**config.mk**
```make
export PLATFORM = sky130hd
export DESIGN_NAME = dma_job_regs
export DESIGN_NICKNAME = d
export VERILOG_FILES = /design/src/rtl/dma_job_pkg.sv /design/src/rtl/dma_job_cfg.sv /design/src/rtl/dma_job_ids.sv /design/src/rtl/dma_job_regs.sv
export SDC_FILE = /design/constraint.sdc
export NUM_CORES = 1
export LEC_CHECK = 0
export BUFFER_PORTS_ARGS = -buffer_cell sky130_fd_sc_hd__buf_2
export CORE_UTILIZATION = 25
export CTS_CLUSTER_SIZE = 16
export DETAILED_ROUTE_END_ITERATION = 12
export PLACE_DENSITY_LB_ADDON = 0.2
export SLEW_MARGIN = 20
export SYNTH_ARGS = -nofsm -noshare
export SYNTH_HDL_FRONTEND = slang
export SYNTH_SLANG_ARGS = --single-unit
```
**constraint.sdc**
```tcl
create_clock -name clk_i -period 6.1 [get_ports clk_i]
set_input_delay 0.61 -clock clk_i [delete_from_list [all_inputs] [get_ports clk_i]]
set_output_delay 0.61 -clock clk_i [all_outputs]
set_load 0.02 [all_outputs]
```
**src/rtl/dma_job_pkg.sv**
```systemverilog
package dma_job_pkg;

  localparam int REG_W    = 64;
  localparam int NUM_REGS = 10;
  localparam int CFG_W    = 3;

  // word indices (byte offset / 8)
  localparam int IX_SRC    = 0;
  localparam int IX_DST    = 1;
  localparam int IX_LEN    = 2;
  localparam int IX_CFG    = 3;
  localparam int IX_STAT   = 4;
  localparam int IX_LAUNCH = 5;
  localparam int IX_DONE   = 6;
  localparam int IX_SSTR   = 7;
  localparam int IX_DSTR   = 8;
  localparam int IX_REPS   = 9;

  // one bit per word: 1 = software-writable storage
  localparam logic [NUM_REGS-1:0] WRITABLE = 10'b11_1000_1111;

  typedef struct packed {
    logic [REG_W-1:0] src;
    logic [REG_W-1:0] dst;
    logic [REG_W-1:0] len;
    logic [CFG_W-1:0] cfg;
    logic [REG_W-1:0] sstr;
    logic [REG_W-1:0] dstr;
    logic [REG_W-1:0] reps;
  } job_desc_t;

endpackage

```
**src/rtl/dma_job_cfg.sv**
```systemverilog
module dma_job_cfg
  import dma_job_pkg::*;
#(
  parameter int IdxW = 4
) (
  input  logic                clk_i,
  input  logic                rst_ni,
  input  logic                wr_en_i,
  input  logic [IdxW-1:0]     wr_idx_i,
  input  logic [REG_W-1:0]    wr_data_i,
  input  logic [IdxW-1:0]     rd_idx_i,
  output logic [REG_W-1:0]    rd_val_o,
  output job_desc_t           desc_o
);

  localparam logic [REG_W-1:0] CFG_MASK = {{(REG_W-CFG_W){1'b0}}, {CFG_W{1'b1}}};

  logic [REG_W-1:0] word_q [NUM_REGS];

  for (genvar i = 0; i < NUM_REGS; i++) begin : g_word
    if (WRITABLE[i]) begin : g_store
      logic [REG_W-1:0] val_d, val_q;
      logic             val_en;
      assign val_en = wr_en_i && (int'(wr_idx_i) == i);
      always_comb begin
        val_d = val_q;
        if (val_en) val_d = (i == IX_CFG) ? (wr_data_i & CFG_MASK) : wr_data_i;
      end
      always_ff @(posedge clk_i or negedge rst_ni) begin
        if (!rst_ni)     val_q <= '0;
        else if (val_en) val_q <= val_d;
      end
      assign word_q[i] = val_q;
    end else begin : g_none
      assign word_q[i] = '0;
    end
  end

  always_comb begin
    rd_val_o = '0;
    if (int'(rd_idx_i) < NUM_REGS) rd_val_o = word_q[rd_idx_i];
  end

  assign desc_o.src  = word_q[IX_SRC];
  assign desc_o.dst  = word_q[IX_DST];
  assign desc_o.len  = word_q[IX_LEN];
  assign desc_o.cfg  = word_q[IX_CFG][CFG_W-1:0];
  assign desc_o.sstr = word_q[IX_SSTR];
  assign desc_o.dstr = word_q[IX_DSTR];
  assign desc_o.reps = word_q[IX_REPS];

endmodule

```
**src/rtl/dma_job_ids.sv**
```systemverilog
module dma_job_ids #(
  parameter int IdWidth = 4
) (
  input  logic               clk_i,
  input  logic               rst_ni,
  input  logic               accept_i,
  input  logic               done_i,
  output logic [IdWidth-1:0] next_id_o,
  output logic [IdWidth-1:0] done_id_o,
  output logic               full_o,
  output logic               busy_o
);

  localparam logic [IdWidth-1:0] MAX_ID = {IdWidth{1'b1}};
  localparam logic [IdWidth-1:0] ONE    = {{(IdWidth-1){1'b0}}, 1'b1};

  function automatic logic [IdWidth-1:0] bump(input logic [IdWidth-1:0] v);
    return (v == MAX_ID) ? ONE : v + ONE;
  endfunction

  logic [IdWidth-1:0] next_d, next_q, done_d, done_q, cnt_d, cnt_q;
  logic               retire, cnt_en;

  assign retire = done_i && (cnt_q != '0);
  assign cnt_en = accept_i || retire;

  always_comb begin
    next_d = accept_i ? bump(next_q) : next_q;
    done_d = retire   ? bump(done_q) : done_q;
    cnt_d  = cnt_q;
    if (accept_i && !retire)      cnt_d = cnt_q + ONE;
    else if (!accept_i && retire) cnt_d = cnt_q - ONE;
  end

  always_ff @(posedge clk_i or negedge rst_ni) begin
    if (!rst_ni)       next_q <= ONE;
    else if (accept_i) next_q <= next_d;
  end

  always_ff @(posedge clk_i or negedge rst_ni) begin
    if (!rst_ni)     done_q <= '0;
    else if (retire) done_q <= done_d;
  end

  always_ff @(posedge clk_i or negedge rst_ni) begin
    if (!rst_ni)     cnt_q <= '0;
    else if (cnt_en) cnt_q <= cnt_d;
  end

  assign next_id_o = next_q;
  assign done_id_o = done_q;
  assign full_o    = (cnt_q == MAX_ID);
  assign busy_o    = (cnt_q != '0);

endmodule

```
**src/rtl/dma_job_regs.sv**
```systemverilog
module dma_job_regs
  import dma_job_pkg::*;
#(
  parameter int AddrWidth = 7,
  parameter int IdWidth   = 4
) (
  input  logic                 clk_i,
  input  logic                 rst_ni,
  input  logic                 req_i,
  input  logic                 we_i,
  input  logic [AddrWidth-1:0] addr_i,
  input  logic [63:0]          wdata_i,
  output logic                 rsp_valid_o,
  output logic [63:0]          rsp_rdata_o,
  output logic                 job_valid_o,
  input  logic                 job_ready_i,
  output logic [IdWidth-1:0]   job_id_o,
  output logic [63:0]          job_src_o,
  output logic [63:0]          job_dst_o,
  output logic [63:0]          job_len_o,
  output logic [63:0]          job_src_stride_o,
  output logic [63:0]          job_dst_stride_o,
  output logic [63:0]          job_reps_o,
  output logic                 job_decouple_o,
  output logic                 job_deburst_o,
  output logic                 job_serialize_o,
  output logic                 job_two_d_o,
  input  logic                 done_i
);

  localparam int IdxW = AddrWidth - 3;

  logic [IdxW-1:0]    idx;
  logic               rd_req, wr_req, launch_rd, accept;
  logic [REG_W-1:0]   store_val, rdata_d, rdata_q;
  logic               rvalid_q;
  logic [IdWidth-1:0] next_id, done_id;
  logic               full, busy;
  job_desc_t          desc;

  assign idx    = addr_i[AddrWidth-1:3];
  assign rd_req = req_i && !we_i;
  assign wr_req = req_i && we_i;

  dma_job_cfg #(.IdxW(IdxW)) u_cfg (
    .clk_i     (clk_i),
    .rst_ni    (rst_ni),
    .wr_en_i   (wr_req),
    .wr_idx_i  (idx),
    .wr_data_i (wdata_i),
    .rd_idx_i  (idx),
    .rd_val_o  (store_val),
    .desc_o    (desc)
  );

  assign launch_rd   = rd_req && (int'(idx) == IX_LAUNCH);
  assign job_valid_o = launch_rd && (desc.len != '0) && !full;
  assign accept      = job_valid_o && job_ready_i;

  dma_job_ids #(.IdWidth(IdWidth)) u_ids (
    .clk_i     (clk_i),
    .rst_ni    (rst_ni),
    .accept_i  (accept),
    .done_i    (done_i),
    .next_id_o (next_id),
    .done_id_o (done_id),
    .full_o    (full),
    .busy_o    (busy)
  );

  always_comb begin
    case (int'(idx))
      IX_STAT:   rdata_d = {{(REG_W-1){1'b0}}, busy};
      IX_LAUNCH: rdata_d = accept ? {{(REG_W-IdWidth){1'b0}}, next_id} : '0;
      IX_DONE:   rdata_d = {{(REG_W-IdWidth){1'b0}}, done_id};
      default:   rdata_d = store_val;
    endcase
    if (we_i) rdata_d = '0;
  end

  always_ff @(posedge clk_i or negedge rst_ni) begin
    if (!rst_ni) rvalid_q <= 1'b0;
    else         rvalid_q <= req_i;
  end

  always_ff @(posedge clk_i or negedge rst_ni) begin
    if (!rst_ni)    rdata_q <= '0;
    else if (req_i) rdata_q <= rdata_d;
  end

  assign rsp_valid_o      = rvalid_q;
  assign rsp_rdata_o      = rdata_q;
  assign job_id_o         = next_id;
  assign job_src_o        = desc.src;
  assign job_dst_o        = desc.dst;
  assign job_len_o        = desc.len;
  assign job_src_stride_o = desc.sstr;
  assign job_dst_stride_o = desc.dstr;
  assign job_reps_o       = desc.reps;
  assign job_decouple_o   = desc.cfg[0];
  assign job_deburst_o    = desc.cfg[1];
  assign job_serialize_o  = desc.cfg[2];
  assign job_two_d_o      = (desc.reps != '0);

endmodule

```
==> out/results.ini, run 1 <==
[yosys]
postSynthRegisterBits = 464
yosys_warnings = 0
synthTopCellsByArea = dfrtp_1 56%, mux2_2 24%, a22o_1 5.1%
synth_area_leader_cell = dfrtp_1
synth.distinct_cells = 50
async_flop_share_pct = 100.0
synthCells = 1478
yosysSeqAreaShare_pct = 55.98
synth_ff_type = dfrtp_1
synth_nets = 1561
syn_area_mm2 = 0.02074
syn_area_per_cell_um2 = 14.04
synth_edf_count = 0
synth_top_area_share_pct = 55.85
ys_top_cells_by_count = 463 x dfrtp_1, 447 x mux2_2, 120 x a22o_1
synth.most_common_cell = dfrtp_1

[cts]
clock_tree.buffer_depth = 3
h-tree-depth = 2
cts_inserted_buffers = 55
tritoncts_num_sinks = 464
cts-hold-fix-buffers = 0
worst_skew_pair.late_latency_ps = 600
post_cts_resized = 0
clkTransAtPathRegs_ps = 60
ctsRootBufferMaster = clkbuf_16
post-cts-setup-buffer-count = 0
cts_tree = yes

[die]
row_count = 105
die_x_um = 290.1
dieArea_mm2 = 0.08413
die_h_um = 290.1
core_mm2 = 0.08211
ios = 535
start_util_pct = 25.26

[global_routing]
grt_max_degree = 143
grt_pass1_vias = 16300
grt_pass1_wl_mm = 122.5
track_usage_pct = 19.72
antenna_found_initial = 9
grt-ovfl-total = 0

[power_and_ir_drop]
p_total_mw = 10.15
total_leakage_power_nw = 12.86
p_per_area_mw_per_mm2 = 384.0
ir_worst_vdd_mv = 0.2179

[sta]
period_minus_slack_ps = 4017
fmax_mhz = 249.0
clock_skew_ps = 9.247
grt_setup_unrepaired = no
worst_slew_pin_slew_ps = 1110
finalSetupViolations = 0
maxSlewViolCount = 0
tns_ps = 0
slew_headroom_pct = 26.02
hold_violations = 0
fin_crit_sh_pct = 65.85

[finish]
num-fill-cells = 8237
syn_to_final_growth_pct = 27.45
drive_above_1_share_pct = 55.14
final_nets = 2065
finalNonFillerCells = 3098

[drt]
routedWlPerCell_um = 27.22
wl_mm = 84.33
detail-route-antenna-nets = 0
drc = 0
via_count = 15600
drt_iter0_markers = 980
drtPass1Iterations = 6
vias_per_cell = 5.034

[setup_path]
slowest_delay_ps = 740
r2r-start = u_cfg.g_word[2].g_store.val_q[39]
worstPathArrival_ps = 4500
required_ps = 6590
cp_slowest_cell = nor4_2
cp_max_fo = 7
regToRegSetupSlack_ps = 2080
r2r_end = u_ids.cnt_q[3]
cp_top_family = simple AND/OR/NAND/NOR gates
critPathBufInv = 1
cp_cell_sequence = nor4_1 -> nand4_1 -> nor4_2 -> nor3b_2 -> ha_1 -> inv_1 -> ha_1 -> a21o_1 -> a21oi_1 -> xnor2_1 -> nor2_1 -> xor2_1
r2r_cells = 12
critical-path-top-cell-by-count = ha_1
start_kind = register
worstSetupEndpointType = register
worst-setup-path-type = register to register

[job]
cap_violations = 0

[placement]
dp_cells = 2994
hpwlAfterDp_mm = 55.90
gp_congestion = 0.8368
io_buffers = 531

[worst_hold_path]
min_path_type = input pin to asynchronous set/reset pin

[status]
status = completed

==> routing by layer <==
| metal | share of wire, % | GRT usage, % | wire (um) | vias to the layer above |
|---|---|---|---|---|
| met5 | 0.026 | 0 | 22 | - |
| met4 | 3.4 | 7.291 | 2838 | 4 |
| met3 | 5.7 | 4.021 | 4769 | 129 |
| met2 | 48 | 32.35 | 40490 | 559 |
| met1 | 43 | 25.59 | 36210 | 8225 |
| li1 | - | - | - | 6678 |
==> worst register-to-register path, delay by kind of cell, from the launching register on <==
family / cells / cell delay [ps]
XOR/XNOR: 2 / 290
flip-flops: 1 / 410
AO/OA/AOI/OAI: 2 / 350
buffers and inverters: 1 / 120
AND/OR/NAND/NOR: 5 / 2220
adder cells (fa/ha/maj): 2 / 520
==> cell type report <==
class / count / area (um^2) / area share (%)
well taps: 1070 / 1339 / 5.064
repair buffers: 560 / 2969 / 11.23
diodes: 4 / 10.01 / 0.03786
multi-input cells: 896 / 8660 / 32.75
flip-flops and latches: 464 / 11610 / 43.92
clock buffers: 82 / 1648 / 6.233
inverters: 5 / 18.77 / 0.07099
clock inverters: 17 / 182.7 / 0.6909
==> layout by cell type (no fill, tap or decap), drive strengths merged, types with 5 or more instances in the layout <==
master	count
nor4	36
nor3	6
nand2	16
a22oi	60
a22o	120
o21ai	8
inv	8
mux2i	62
a21oi	5
mux2	452
o22ai	62
dfrtp	463
nor2	5
buf	559
clkinv	8
clkbuf	83
ha	5
nand4	10
==> stage by stage <==
step	hold WS, ps	utilization (%)	worst slack, ps	instance area [um^2]
final	56.50	32.20	2083	26440
after global routing	110.6	32.20	1586	26440
after CTS	96.18	32.15	2002	26400
after detailed placement	487.2	29.92	2012	24570
after global placement	473.8	29.92	1991	24560
after floorplan	314.4	-	3212	20740
==> kinds of logic after synthesis <==
group | after synthesis | synth area share (%)
XOR/XNOR | 6 | 0.2533
AND/OR/NAND/NOR | 93 | 2.678
flip-flops | 464 | 55.98
multiplexers | 517 | 27.85
buffers and inverters | 118 | 2.642
adder cells (fa/ha/maj) | 6 | 0.3981
AO/OA/AOI/OAI | 274 | 10.20
==> flip-flops by register name, indices dropped and copies added, names as in the netlist <==
name and count:
u_cfg.g_word.g_store.val_q 387, u_ids.cnt_q 4, u_ids.next_id_o 4, rsp_rdata_o 64
rsp_valid_o 1, u_ids.done_id_o 4
==> where the power goes <==
group | total, mW | switching (mW) | internal (mW)
Clock | 3.34 | 1.35 | 1.98
Sequential | 4.19 | 0.564 | 3.63
Combinational | 2.62 | 1.58 | 1.04
Total | 10.2 | 3.50 | 6.65
==> how the worst max path moves through the flow <==
stage	from	end	slack [ps]	cells past startpoint
4_1_cts	u_cfg.g_word[2].g_store.val_q[39]	u_ids.cnt_q[3]	2000	12
3_5_place_dp	u_cfg.g_word[2].g_store.val_q[39]	u_ids.cnt_q[3]	2010	12
5_1_grt	u_cfg.g_word[2].g_store.val_q[39]	u_ids.cnt_q[3]	1590	12
2_1_floorplan	addr_i[5]	u_ids.cnt_q[3]	3210	13
3_3_place_gp	u_cfg.g_word[2].g_store.val_q[39]	u_ids.cnt_q[3]	1990	12
6_report	u_cfg.g_word[2].g_store.val_q[39]	u_ids.cnt_q[3]	2080	12
Note: power is estimated with default switching activity, not from simulation.
==> inputs of run 2 (changes only) <==
==> constraint.sdc (replaced) <==
create_clock -name clk_i -period 4.1 [get_ports clk_i]
set_input_delay 0.41 -clock clk_i [delete_from_list [all_inputs] [get_ports clk_i]]
set_output_delay 0.41 -clock clk_i [all_outputs]
set_load 0.02 [all_outputs]
==> out/results.ini, run 2 (same netlist as run 1, synthesis figures left out) <==
[status]
status = completed

[setup_path]
r2r_end = u_ids.cnt_q[3]
cp_max_fo = 7  ; unchanged
r2r_cells = 13  ; +1
worst-setup-path-type = register to register
regToRegSetupSlack_ps = 470  ; -1610 ps
r2r-start = u_cfg.g_word[2].g_store.val_q[35]
worstPathArrival_ps = 4100  ; -400 ps
required_ps = 4580  ; -2010 ps
worstSetupEndpointType = register
start_kind = register

[drt]
detail-route-antenna-nets = 0  ; unchanged
vias_per_cell = 5.018  ; -0.32%
drt_iter0_markers = 887  ; -9.5%
wl_mm = 85.87  ; +1.8%
routedWlPerCell_um = 27.53  ; +1.1%
drtPass1Iterations = 5  ; -1
via_count = 15650  ; +0.36%
drc = 0  ; unchanged

[placement]
gp_congestion = 0.8255  ; -1.4%
pre_cts_slack_ps = 485.1  ; -1526 ps
placed_cell_area_mm2 = 0.02481  ; +0.95%
hpwlAfterDp_mm = 57.90  ; +3.6%
dp_cells = 3011  ; +0.57%
io_buffers = 531  ; unchanged

[sta]
fin_ws_ps = 471.7  ; -1612 ps
hold_violations = 0  ; unchanged
fin_crit_sh_pct = 88.50  ; +23 points
grt_setup_unrepaired = no
fmax_mhz = 275.6  ; +11%
period_minus_slack_ps = 3628  ; -388.4 ps
finalSetupViolations = 0  ; unchanged
worst_slew_pin_slew_ps = 1064  ; -45.83 ps
slew_headroom_pct = 28.42  ; +2.4 points
maxSlewViolCount = 0  ; unchanged
clock_skew_ps = 24.77  ; +15.52 ps
tns_ps = 0  ; unchanged

[die]
core_mm2 = 0.08211  ; unchanged
die_x_um = 290.1  ; unchanged
start_util_pct = 25.26  ; unchanged
row_count = 105  ; unchanged
die_h_um = 290.1  ; unchanged
dieArea_mm2 = 0.08413  ; unchanged
ios = 535  ; unchanged

[cts]
cts_tree = yes
tritoncts_num_sinks = 464  ; unchanged
cts_inserted_buffers = 55  ; unchanged
clkTransAtPathRegs_ps = 60  ; about the same
worst_skew_pair.late_latency_ps = 600  ; about the same
clock_tree.buffer_depth = 3  ; unchanged
ctsRootBufferMaster = clkbuf_16
h-tree-depth = 2  ; unchanged
post_cts_resized = 0  ; unchanged

[worst_hold_path]
min_path_type = input pin to register
hp-start = wdata_i[14]
min_to = u_cfg.g_word[8].g_store.val_q[14]
min_path_cells = 2

[finish]
layout_common_cells = 527 x buf_2, 463 x dfrtp_1, 447 x mux2_2
syn_to_final_growth_pct = 28.97
design_area_mm2 = 0.02675  ; +1.2%
drive_above_1_share_pct = 55.43  ; +0.29 points
top_register = u_cfg.g_word.g_store.val_q
final_common_cell = buf_2
finalNonFillerCells = 3119  ; +0.68%
largest_reg_flops = 387  ; unchanged
final_nets = 2083  ; +0.87%

[global_routing]
antenna_found_initial = 4  ; -5
grt_max_degree = 91  ; -36%
grt_pass1_wl_mm = 123.8  ; +1.1%
grt-ovfl-total = 0  ; unchanged
track_usage_pct = 20.02  ; +0.29 points
grt_pass1_vias = 16450  ; +0.94%

[power_and_ir_drop]
intPower_mw = 10.13  ; +52%
switchingPower_mw = 5.263  ; +50%
sequentialPowerShare_pct = 40.4  ; -0.9 points
p_total_mw = 15.39  ; +52%
p_clk_share_pct = 33.8  ; +0.9 points
p_per_area_mw_per_mm2 = 575.4  ; +50%
sw_frac_of_total_pct = 34.19  ; -0.30 points
total_leakage_power_nw = 13.01  ; +1.2%
ir_worst_vdd_mv = 0.2865  ; +31%
combPwrFrac_pct = 25.8  ; about the same

[job]
cap_violations = 0  ; unchanged

-- run 2: power groups by stage --
stage	combinational, mW	clock, mW	sequential, mW
global placement	3.98	0	6.25
CTS	4.02	5.36	6.23
floorplan	1.35	0	7.03
finish	3.97	5.20	6.22
detailed placement	4.01	0	6.30
global route	4.19	5.56	6.35
-- run 2: final cells by class --
class / count / area, um^2
antenna: 5 / 12.51
clock buffer: 82 / 1660
clock inverter: 19 / 256.5
fill: 8238 / 55360
inverter: 5 / 18.77
multi-input combinational: 896 / 8653
sequential: 464 / 11610
tap: 1070 / 1339
timing repair buffer: 578 / 3202
-- run 2: worst max-delay path, cell delays in order (launching register included) --
cell	delay [ps]
dfrtp_1	410
nor4_1	490
nand4_1	390
buf_4	260
nor4_2	410
nor3b_2	190
ha_1	250
inv_1	120
ha_1	260
a21o_1	190
a21oi_1	180
xnor2_1	160
nor2_1	70
xor2_1	140
-- run 2: timing repair --
item | 4_1_cts | 5_1_grt
hold endpoints to repair | 79 | 0
hold buffers | 2 | 0
setup endpoints to repair | 0 | 0
setup buffers | 0 | 0
-- run 2: worst max path at each step --
stage / start / cells after the start / end / slack [ps]
after floorplan: u_cfg.g_word[2].g_store.val_q[30] / 12 / u_ids.cnt_q[3] / 1310
final: u_cfg.g_word[2].g_store.val_q[35] / 13 / u_ids.cnt_q[3] / 470
after global routing: u_cfg.g_word[2].g_store.val_q[35] / 13 / u_ids.cnt_q[3] / 300
after CTS: u_cfg.g_word[2].g_store.val_q[35] / 13 / u_ids.cnt_q[3] / 480
after detailed placement: u_cfg.g_word[2].g_store.val_q[35] / 13 / u_ids.cnt_q[3] / 490
after global placement: u_cfg.g_word[2].g_store.val_q[35] / 13 / u_ids.cnt_q[3] / 480
-- run 2: per-layer routing --
layer	vias up	wire, um	global-route usage, %
li1	6698	-	-
met1	8251	36700	25.90
met2	539	41070	32.81
met3	161	4402	3.539
met4	2	3686	8.524
met5	-	8	0
-- run 2: stage by stage --
step / utilization, % / hold slack (ps)
after CTS: 32.57 / 58.53
after detailed placement: 30.21 / 492.6
final: 32.58 / 108.6
after global routing: 32.58 / 80.20
after floorplan: - / 114.4
after global placement: 30.21 / 474.0
==> inputs of run 3 (changes only) <==
--- a/config.mk
+++ b/config.mk
@@ -13,4 +13,5 @@
 export SLEW_MARGIN = 20
 export SYNTH_ARGS = -nofsm -noshare
 export SYNTH_HDL_FRONTEND = slang
+export SYNTH_HIERARCHICAL = 1
 export SYNTH_SLANG_ARGS = --single-unit
==> out/results.ini, run 3 <==
[global_routing]
grt-ovfl-total = 0  ; unchanged
antenna_found_initial = 7  ; +3
grt_max_degree = 107  ; +18%
grt_pass1_vias = 17200  ; +4.5%
grt_pass1_wl_mm = 126.3  ; +2.1%
track_usage_pct = 20.19  ; +0.18 points

[setup_path]
worstSetupEndpointType = register
crit_path_start = u_cfg/g_word[2].g_store.val_q[15]
required_ps = 4570  ; about the same
cp_max_fo = 4  ; -3
r2r_cells = 12  ; -1
worst-setup-path-type = register to register
start_kind = register
r2r-start = u_cfg/g_word[2].g_store.val_q[15]
worstPathArrival_ps = 3880  ; -220 ps

[power_and_ir_drop]
ir_worst_vdd_mv = 0.3338  ; +17%
p_per_area_mw_per_mm2 = 552.4  ; -4.0%
p_clk_share_pct = 31.4  ; -2.4 points
combPwrFrac_pct = 26.7  ; +0.9 points
sw_frac_of_total_pct = 35.44  ; +1.3 points
total_leakage_power_nw = 13.02  ; about the same
sequentialPowerShare_pct = 41.9  ; +1.5 points
switchingPower_mw = 5.292  ; +0.55%
intPower_mw = 9.639  ; -4.8%

[job]
cap_violations = 0  ; unchanged

[yosys]
synth.distinct_cells = 56  ; +12%
synth_ff_type = dfrtp_1
syn_area_per_cell_um2 = 12.77  ; -9.0%
yosys_warnings = 6  ; +6
synthTopCellsByArea = dfrtp_1 55%, mux2_2 22%, mux2i_1 3.2%
synth_nets = 1742  ; +12%
postSynthRegisterBits = 464  ; unchanged
synth_edf_count = 0  ; unchanged
yosysSeqAreaShare_pct = 54.80  ; -1.2 points
synth_area_leader_cell = dfrtp_1
synthCells = 1659  ; +12%
syn_area_mm2 = 0.02119  ; +2.2%
async_flop_share_pct = 100.0  ; unchanged
synth_top_area_share_pct = 54.67  ; -1.2 points
ys_top_cells_by_count = 463 x dfrtp_1, 420 x mux2_2, 142 x nand2_1
synth.most_common_cell = dfrtp_1

[sta]
worst_slew_pin_slew_ps = 970.6  ; -93.35 ps
clock_skew_ps = 19.36  ; -5.407 ps
fin_crit_sh_pct = 83.13  ; -5.4 points
finalSetupViolations = 0  ; unchanged
fmax_mhz = 293.4  ; +6.5%
hold_violations = 0  ; unchanged
tns_ps = 0  ; unchanged
maxSlewViolCount = 0  ; unchanged
period_minus_slack_ps = 3408  ; -219.9 ps
slew_headroom_pct = 35.30  ; +6.9 points
grt_setup_unrepaired = no

[drt]
drc = 0  ; unchanged
drt_iter0_markers = 1055  ; +19%
vias_per_cell = 4.855  ; -3.3%
drtPass1Iterations = 5  ; unchanged
detail-route-antenna-nets = 0  ; unchanged
routedWlPerCell_um = 26.41  ; -4.1%
wl_mm = 89.12  ; +3.8%
via_count = 16380  ; +4.7%

[die]
ios = 535  ; unchanged
start_util_pct = 25.28  ; about the same
die_x_um = 293.1  ; +1.1%
row_count = 106  ; +0.95%
dieArea_mm2 = 0.08593  ; +2.1%
core_mm2 = 0.08382  ; +2.1%
die_h_um = 293.1  ; +1.1%

[cts]
cts_tree = yes
cts-hold-fix-buffers = 1  ; -1
worst_skew_pair.late_latency_ps = 600  ; about the same
h-tree-depth = 2  ; unchanged
clock_tree.buffer_depth = 3  ; unchanged
post-cts-setup-buffer-count = 0  ; unchanged
clkTransAtPathRegs_ps = 60  ; about the same
post_cts_resized = 0  ; unchanged
cts_inserted_buffers = 56  ; +1.8%
tritoncts_num_sinks = 464  ; unchanged
ctsRootBufferMaster = clkbuf_16

[finish]
largest_reg_flops = 387  ; unchanged
layout_common_cells = 527 x buf_2, 463 x dfrtp_1, 420 x mux2_2
final_common_cell = buf_2
final_nets = 2281  ; +9.5%
multi_input_area_mm2 = 0.008786  ; +1.5%
design_area_mm2 = 0.02703  ; +1.0%
top_register = u_cfg/g_word.g_store.val_q
drive_above_1_share_pct = 49.69  ; -5.7 points
syn_to_final_growth_pct = 27.55
seq_area_mm2 = 0.01161  ; unchanged
num-fill-cells = 8674  ; +5.3%

[worst_hold_path]
min_path_type = input pin to register
min_path_cells = 2  ; unchanged
hp-start = wdata_i[53]

[placement]
hpwlAfterDp_mm = 61.10  ; +5.5%
io_buffers = 531  ; unchanged
placed_cell_area_mm2 = 0.02532  ; +2.1%
gp_congestion = 0.8153  ; -1.2%

[status]
status = completed

[run 3: changes by cell type in the layout (fill, tap and decap cells not counted), sizes merged, moves of 38 or more]
cell and delta:
nor2b +38, inv +65, o221ai +64, o22ai -61, o21ai +79, a22o -120
nand2 +127
[run 3: path summary, 6_finish.rpt]
path                                                      to  slack [ps]
max in group asynchronous                 u_ids/next_id_o[0]        2490
max                                           u_ids/cnt_q[3]         690
min in group asynchronous                    rsp_rdata_o[45]         500
min                        u_cfg/g_word[1].g_store.val_q[53]         110
max reg2reg                                   u_ids/cnt_q[3]         690
min reg2reg                u_cfg/g_word[7].g_store.val_q[39]         510
[run 3: power groups by stage]
| stage | Clock, mW | Sequential [mW] | Combinational (mW) |
|---|---|---|---|
| CTS | 4.85 | 6.26 | 4.04 |
| finish | 4.69 | 6.26 | 3.99 |
| global route | 5.02 | 6.38 | 4.24 |
| detailed placement | 0 | 6.34 | 4.02 |
| floorplan | 0 | 7.06 | 1.33 |
| global placement | 0 | 6.29 | 4.00 |
[run 3: per-layer routing]
metal / share of wire, % / global-route usage [%] / vias up
li1: - / - / 7122
met1: 41 / 25.00 / 8516
met2: 48 / 33.41 / 607
met3: 8.0 / 5.991 / 135
met4: 2.9 / 6.730 / 4
met5: 0.024 / 0 / -
[run 3: metrics by stage]
step	total power, mW	cells	util, %	worst slack, ps	hold WS (ps)
after CTS	15.15	3370	32.23	664.1	57.68
after detailed placement	10.36	3273	30.21	688.3	495.4
after global routing	15.64	3373	32.24	444.8	89.92
after floorplan	8.391	1659	-	1216	114.4
after global placement	10.29	3273	30.21	682.6	497.1
final	14.93	3375	32.25	691.6	114.2
[run 3: worst max-delay path, stage by stage, from the launching register on]
cell and delay, ps:
dfrtp_1 440, nor4_1 620, nand4_1 330, nor3_1 230
buf_4 160, nand2_1 70, and2_1 160, ha_1 220
inv_1 100, ha_1 250, or4_1 470, o211ai_1 110
o211ai_1 120
[run 3: logic make-up after synthesis]
kind of cell / Yosys count / synth area share [%]
DFF: 464 / 54.80
AOI/OAI and AO/OA: 235 / 7.794
muxes: 502 / 26.27
xor gates and xnor gates: 4 / 0.2008
adders and majority gates: 6 / 0.3897
buffers and inverters: 174 / 4.062
and+or+nand+nor: 274 / 6.483
[run 3: final cells by class]
cell class | count | share of cell area, %
timing repair buffer | 588 | 12.08
multi-input combinational | 1021 | 32.50
sequential | 464 | 42.96
clock inverter | 16 | 0.4906
inverter | 67 | 0.9304
antenna | 5 | 0.04629
clock buffer | 80 | 5.740
tap | 1134 | 5.249
